**src/rtl/pwm_ovr_pkg.sv**
```systemverilog
package pwm_ovr_pkg;

  typedef enum logic [1:0] {
    REC_NOW    = 2'd0,
    REC_RELOAD = 2'd1,
    REC_EVENT  = 2'd2,
    REC_CLEAR  = 2'd3
  } recTrig_e;

  typedef enum logic [1:0] {
    FRC_LOW  = 2'd0,
    FRC_HIGH = 2'd1,
    FRC_HIZ  = 2'd2,
    FRC_NONE = 2'd3
  } frcCmd_e;

  typedef enum logic [1:0] {
    LD_NOW    = 2'd0,
    LD_RELOAD = 2'd1,
    LD_SYNC   = 2'd2,
    LD_NEVER  = 2'd3
  } frcLoad_e;

  typedef enum logic [1:0] {
    FM_DRV0 = 2'd0,
    FM_DRV1 = 2'd1,
    FM_HIZ  = 2'd2,
    FM_HIZ2 = 2'd3
  } fltMode_e;

  // strobes from control to datapath
  typedef struct packed {
    logic faultNow;   // any enabled fault source active
    logic reloadStb;  // counter reload pulse
    logic evtStb;     // selected recEvt transition
    logic clrStb;     // software clear pulse
    logic cmdLoad;    // copy shadow force command this edge
    logic forcePin;   // force pin at its active level
  } ovrStrobe_t;

endpackage

```
**src/rtl/pwm_ovr_ctrl.sv**
```systemverilog
module pwm_ovr_ctrl
  import pwm_ovr_pkg::*;
#(
  parameter int NINT = 4,
  parameter int NEXT = 2
) (
  input  logic             clk,
  input  logic             rst_n,
  input  logic [NINT-1:0]  intFault,
  input  logic [NINT-1:0]  intFaultEn,
  input  logic [NEXT-1:0]  extFault,
  input  logic [NEXT-1:0]  extFaultEn,
  input  logic [NEXT-1:0]  extActLow,
  input  logic             dbgFault,
  input  logic             dbgFaultEn,
  input  logic             recEvt,
  input  logic             recEdgeRise,
  input  logic             cntReload,
  input  logic             faultClr,
  input  logic             forceIn,
  input  logic             forcePolLow,
  input  logic [1:0]       forceTiming,
  input  logic             syncIn,
  output ovrStrobe_t       stb
);

  logic            evtPrev;
  logic [NEXT-1:0] extAct;
  logic            evtRise;
  logic            evtFall;
  frcLoad_e        loadSel;

  always_ff @(posedge clk or negedge rst_n) begin
    if (!rst_n) evtPrev <= 1'b0;
    else        evtPrev <= recEvt;
  end

  assign extAct  = extFault ^ extActLow;
  assign evtRise = recEvt & ~evtPrev;
  assign evtFall = ~recEvt & evtPrev;
  assign loadSel = frcLoad_e'(forceTiming);

  always_comb begin
    stb.faultNow  = (|(intFault & intFaultEn)) | (|(extAct & extFaultEn))
                  | (dbgFault & dbgFaultEn);
    stb.reloadStb = cntReload;
    stb.evtStb    = recEdgeRise ? evtRise : evtFall;
    stb.clrStb    = faultClr;
    stb.forcePin  = forceIn ^ forcePolLow;
    unique case (loadSel)
      LD_NOW:    stb.cmdLoad = 1'b1;
      LD_RELOAD: stb.cmdLoad = cntReload;
      LD_SYNC:   stb.cmdLoad = syncIn;
      default:   stb.cmdLoad = 1'b0;
    endcase
  end

endmodule

```
**src/rtl/pwm_ovr_dp.sv**
```systemverilog
module pwm_ovr_dp
  import pwm_ovr_pkg::*;
#(
  parameter int NCH = 8
) (
  input  logic              clk,
  input  logic              rst_n,
  input  ovrStrobe_t        stb,
  input  logic [NCH-1:0]    pwmRaw,
  input  logic [NCH-1:0]    outInvert,
  input  logic [NCH-1:0]    outEnable,
  input  logic [2*NCH-1:0]  faultMode,
  input  logic [2*NCH-1:0]  recTrig,
  input  logic              swForce,
  input  logic [NCH-1:0]    forceSrcSw,
  input  logic [2*NCH-1:0]  forceCmdShadow,
  output logic [NCH-1:0]    pwmOut,
  output logic [NCH-1:0]    pwmOe,
  output logic [NCH-1:0]    holdVec,
  output logic [2*NCH-1:0]  forceWork
);

  always_ff @(posedge clk or negedge rst_n) begin
    if (!rst_n)          forceWork <= '1;
    else if (stb.cmdLoad) forceWork <= forceCmdShadow;
  end

  for (genvar i = 0; i < NCH; i++) begin : g_ch
    recTrig_e trig;
    frcCmd_e  cmd;
    fltMode_e mode;
    logic     relGo;
    logic     chFault;
    logic     frcAct;
    logic     o;
    logic     e;

    assign trig = recTrig_e'(recTrig[2*i +: 2]);
    assign cmd  = frcCmd_e'(forceWork[2*i +: 2]);
    assign mode = fltMode_e'(faultMode[2*i +: 2]);

    always_comb begin
      unique case (trig)
        REC_NOW:    relGo = 1'b1;
        REC_RELOAD: relGo = stb.reloadStb;
        REC_EVENT:  relGo = stb.evtStb;
        default:    relGo = stb.clrStb;
      endcase
    end

    always_ff @(posedge clk or negedge rst_n) begin
      if (!rst_n)            holdVec[i] <= 1'b0;
      else if (stb.faultNow) holdVec[i] <= 1'b1;
      else if (relGo)        holdVec[i] <= 1'b0;
    end

    assign chFault = stb.faultNow | holdVec[i];
    assign frcAct  = forceSrcSw[i] ? swForce : stb.forcePin;

    always_comb begin
      o = pwmRaw[i] ^ outInvert[i];
      e = 1'b1;
      if (frcAct) begin
        unique case (cmd)
          FRC_LOW:  o = 1'b0;
          FRC_HIGH: o = 1'b1;
          FRC_HIZ:  begin o = 1'b0; e = 1'b0; end
          default:  ;
        endcase
      end
      if (chFault) begin
        unique case (mode)
          FM_DRV0: begin o = 1'b0; e = 1'b1; end
          FM_DRV1: begin o = 1'b1; e = 1'b1; end
          default: begin o = 1'b0; e = 1'b0; end
        endcase
      end
      if (!outEnable[i]) begin
        o = 1'b0;
        e = 1'b0;
      end
    end

    assign pwmOut[i] = o;
    assign pwmOe[i]  = e;
  end

endmodule

```
**src/rtl/pwm_override.sv**
```systemverilog
module pwm_override
  import pwm_ovr_pkg::*;
#(
  parameter int NCH  = 8,
  parameter int NINT = 4,
  parameter int NEXT = 2
) (
  input  logic              clk,
  input  logic              rst_n,
  input  logic [NCH-1:0]    pwmRaw,
  input  logic [NCH-1:0]    outInvert,
  input  logic [NCH-1:0]    outEnable,
  input  logic [NINT-1:0]   intFault,
  input  logic [NINT-1:0]   intFaultEn,
  input  logic [NEXT-1:0]   extFault,
  input  logic [NEXT-1:0]   extFaultEn,
  input  logic [NEXT-1:0]   extActLow,
  input  logic              dbgFault,
  input  logic              dbgFaultEn,
  input  logic [2*NCH-1:0]  faultMode,
  input  logic [2*NCH-1:0]  recTrig,
  input  logic              recEvt,
  input  logic              recEdgeRise,
  input  logic              cntReload,
  input  logic              faultClr,
  input  logic              forceIn,
  input  logic              forcePolLow,
  input  logic              swForce,
  input  logic [NCH-1:0]    forceSrcSw,
  input  logic [2*NCH-1:0]  forceCmdShadow,
  input  logic [1:0]        forceTiming,
  input  logic              syncIn,
  output logic [NCH-1:0]    pwmOut,
  output logic [NCH-1:0]    pwmOe
);

  localparam int CMDW = 2 * NCH;

  ovrStrobe_t      stb;
  logic [NCH-1:0]  holdVec;
  logic [CMDW-1:0] forceWork;

  pwm_ovr_ctrl #(.NINT(NINT), .NEXT(NEXT)) ctrl_i (
    .clk(clk), .rst_n(rst_n),
    .intFault(intFault), .intFaultEn(intFaultEn),
    .extFault(extFault), .extFaultEn(extFaultEn), .extActLow(extActLow),
    .dbgFault(dbgFault), .dbgFaultEn(dbgFaultEn),
    .recEvt(recEvt), .recEdgeRise(recEdgeRise),
    .cntReload(cntReload), .faultClr(faultClr),
    .forceIn(forceIn), .forcePolLow(forcePolLow),
    .forceTiming(forceTiming), .syncIn(syncIn),
    .stb(stb)
  );

  pwm_ovr_dp #(.NCH(NCH)) dp_i (
    .clk(clk), .rst_n(rst_n), .stb(stb),
    .pwmRaw(pwmRaw), .outInvert(outInvert), .outEnable(outEnable),
    .faultMode(faultMode), .recTrig(recTrig),
    .swForce(swForce), .forceSrcSw(forceSrcSw),
    .forceCmdShadow(forceCmdShadow),
    .pwmOut(pwmOut), .pwmOe(pwmOe),
    .holdVec(holdVec), .forceWork(forceWork)
  );

endmodule

```
**config.mk**
```make
export PLATFORM = sky130hd
export DESIGN_NAME = pwm_override
export DESIGN_NICKNAME = d
export VERILOG_FILES = /design/src/rtl/pwm_ovr_pkg.sv /design/src/rtl/pwm_ovr_ctrl.sv /design/src/rtl/pwm_ovr_dp.sv /design/src/rtl/pwm_override.sv
export SDC_FILE = /design/constraint.sdc
export NUM_CORES = 1
export LEC_CHECK = 0
export CORE_UTILIZATION = 39
export CTS_BUF_LIST = sky130_fd_sc_hd__clkbuf_16
export DETAILED_ROUTE_END_ITERATION = 8
export PLACE_DENSITY = 0.81
export SLEW_MARGIN = 40
export SYNTH_ARGS = -nofsm -noshare
export SYNTH_HDL_FRONTEND = slang
export SYNTH_SLANG_ARGS = --single-unit
```
**constraint.sdc**
```tcl
create_clock -name clk -period 5 [get_ports clk]
set_clock_uncertainty 0.2 [all_clocks]
set_input_delay 1.5 -clock clk [delete_from_list [all_inputs] [get_ports clk]]
set_output_delay 1.5 -clock clk [all_outputs]
set_load 0.1 [all_outputs]
```
==> qor.csv <==
stage;metric;value;unit
grt;grt_usage;25.1;%
clocking;cts_tree;yes;
detailed_routing;vias_per_cell;5.61;
critical_path;path_delay_family;compound AO/OA/AOI/OAI gates;
layout;synthToLayoutAreaGrowth;74.4;%
critical_path;criticalPathCategory;in2out;
grt;grt_pass1_vias;2538;
die;design.core.area;5270;um2
sta;worst_slew_pin_slew;0.607;ns
layout;seq_area;646;um2
sta;final-setup-viol-count;0;
clocking;cts_buffers;3;
sta;max_freq;0.202;GHz
placement;io_buffer_count;123;
layout;utilization;72.8;%
critical_path;crit_chain;clkdlybuf4s50_1 > a22oi_1 > nand2_1 > buf_4 > o31ai_1 > o311a_1 > buf_12;
grt;grt_pass1_wl;11.9;mm
critical_path;critPathCaptureType;output pin;
critical_path;crit_arrival;3.25;ns
synth;synth_area;2200;um2
sta;fin_crit_sh;99.0;%
critical_path;startpoint;intFault[1];
die;ios;124;
clocking;cts_sinks;25;
synth;synth_seq_area_share;29.4;%
hold_path;hold_depth;2;
sta;min_period;4.95;ns
grt;grt-ovfl-total;0;
synth;ys_ff_latch;25;
clocking;root_buffer;clkbuf_16;
synth;ys_warn_count;0;
critical_path;critPathBufInv;3;
detailed_routing;final_antenna_net_count;0;
synth;async_reset_ff_share;100;%
hold_path;hold_class;reg2reg;
layout;nets;490;
clocking;path_clk_slew;0.07;ns
clocking;ctsHoldBuffers;0;
synth;synth.avg_cell_area;8.03;um2
hold_path;worstHoldStart;dp_i.forceWork[10];
synth;synth-main-ff-cell;dfstp_2;
layout;layout.cells.non_filler;451;
layout;antenna_cells;0;
sta;maxSlewHeadroom;59.5;%
synth;postSynthCellCount;274;
sta;tns;0;ns
critical_path;crit_fanout;9;
pwr;leakagePower;1.63;nW
synth;ys_types;32;
die;dieWidth;77.1;um
placement;dp.cells;443;
pwr;finalPower;0.763;mW
clocking;insertion_delay;0.26;ns
run;max_cap_violations;0;
critical_path;r2r-start;ctrl_i.evtPrev;
sta;timing.final.ws_setup;0.0518;ns
grt;antenna_found_initial;0;
detailed_routing;drt_first_pass_iters;4;
synth;synth_nets;382;
critical_path;slowest_stage;clkdlybuf4s50_1;
critical_path;cp.depth;7;
layout;postLayoutCellArea;3840;um2
critical_path;slowest_delay;0.43;ns
sta;holdWs;0.310;ns
critical_path;startpoint_type;input port;
detailed_routing;wl_per_cell;16.7;um
placement;dp_hpwl;5.59;mm
die;rows;26;
die;start_util;41.7;%
synth;synth_edf_count;0;
pwr;vdd.ir_drop.worst;0.000150;V
layout;final_layout_size_suffix_gt1_share;16.5;%
placement;place_area;3540;um2
grt;grt_max_degree;33;
placement;pre_cts_slack;-0.382;ns
pwr;p_per_area;199;nW/um2
layout;num-fill-cells;413;
sta;finalHoldViolCount;0;
clocking;htree_levels;1;
sta;drv_slew;0;
outcome;status;finished clean;
critical_path;cp.required;3.30;ns
placement;gp_congestion;0.834;
detailed_routing;routed_wl;7.55;mm
die;die_area;5940;um2
clocking;clock_path_buffers;2;
critical_path;r2r_cells;4;
detailed_routing;dr.first_iter.drc_count;119;
layout;multiInputGateArea;1420;um2
detailed_routing;vias;2532;
detailed_routing;drc_errors;0;
die;die_h;77.1;um
clocking;post-cts-setup-buffers;0;
-- per-layer routing --
metal,vias up,global-route usage [%],part of all wire [%]
met5,-,0,0
met4,0,5.66,1.4
met3,10,6.07,8.5
met2,122,45.4,50
met1,1201,29.6,40
li1,1199,-,-
-- cell usage after synthesis, drive strengths merged, types with 5 or more instances --
master / instances / area share [%]
a221oi: 8 / 3.2
dfrtp: 9 / 10
o31ai: 14 / 4.8
nand2b: 15 / 4.3
o311a: 8 / 3.6
dfstp: 16 / 19
o21ai: 20 / 4.6
clkbuf: 5 / 0.85
buf: 24 / 7.5
inv: 28 / 4.8
and3b: 9 / 3.6
xor2: 11 / 4.4
nand2: 25 / 4.3
nand3: 12 / 2.7
nand4: 7 / 2.0
a21boi: 8 / 2.7
nor2: 15 / 2.6
a211o: 15 / 6.0
o211ai: 8 / 2.7
-- layout by cell type (no fill, tap or decap), drive strengths merged --
master,n
nor4b,2
dlygate4sd2,5
a221oi,8
nand2b,15
xor2,13
nor3b,1
a211o,15
clkdlybuf4s50,93
and2,1
o211ai,8
dlymetal6s2s,8
nand4,7
nand2,25
a22oi,3
inv,29
dfstp,16
dfrtp,9
o21ai,20
nand4b,1
mux2i,2
a222oi,1
clkbuf,5
a211oi,1
and3b,9
nand3,12
buf,22
a21boi,8
a21oi,3
o311a,8
o31ai,14
a22o,1
nor2,15
nor2b,1
-- worst reg2reg max path: cells and delay by family, from the launching register on --
| family | cells | cell delay (ns) |
|---|---|---|
| AO/OA/AOI/OAI | 3 | 0.40 |
| flip-flops | 1 | 0.33 |
| AND/OR/NAND/NOR | 1 | 0.46 |
-- area by class of cell --
class,instances,share of cell area (%)
clock buffer,3,1.96
clock inverter,1,0.163
inverter,28,2.74
multi-input combinational,194,36.9
sequential,25,16.8
tap,70,2.28
timing repair buffer,130,39.1
-- where the power goes --
part / switching, mW / leakage, nW / internal, mW
Combinational: 0.172 / 1.33 / 0.160
Clock: 0.0747 / 0.0414 / 0.109
Sequential: 0.0127 / 0.254 / 0.235
Total: 0.259 / 1.63 / 0.504
-- timing repair --
item                                    CTS  global route
resized for setup                        18            14
gates cloned                              2             2
pin swaps                                 3             5
hold endpoints to repair                  0             0
endpoints found under the setup margin   16            16
-- registers in the layout, summed over array words and instances, names as in the netlist --
register / flops
dp_i.holdVec: 8
ctrl_i.evtPrev: 1
dp_i.forceWork: 16
-- cell families (layout without fill, tap and decap cells) --
group,Yosys count,after routing,share of synthesized area [%]
AO/OA/AOI/OAI,90,90,30.5
AND/OR/NAND/NOR,89,89,21.7
buffers and inverters,57,162,13.1
flip-flops,25,25,29.4
XOR/XNOR,11,13,4.38
multiplexers,2,2,0.910
-- path summary, 6_finish.rpt --
path	slack (ns)	endpoint
worst max-delay path	0.05	pwmOe[1]
worst min-delay path	0.31	dp_i.forceWork[10]
worst max register to register	3.47	dp_i.holdVec[5]
worst min register to register	0.31	dp_i.forceWork[10]
max in group asynchronous	3.18	dp_i.holdVec[1]
min in group asynchronous	1.04	dp_i.holdVec[0]
No activity file was read; power rests on OpenSTA's default activity.
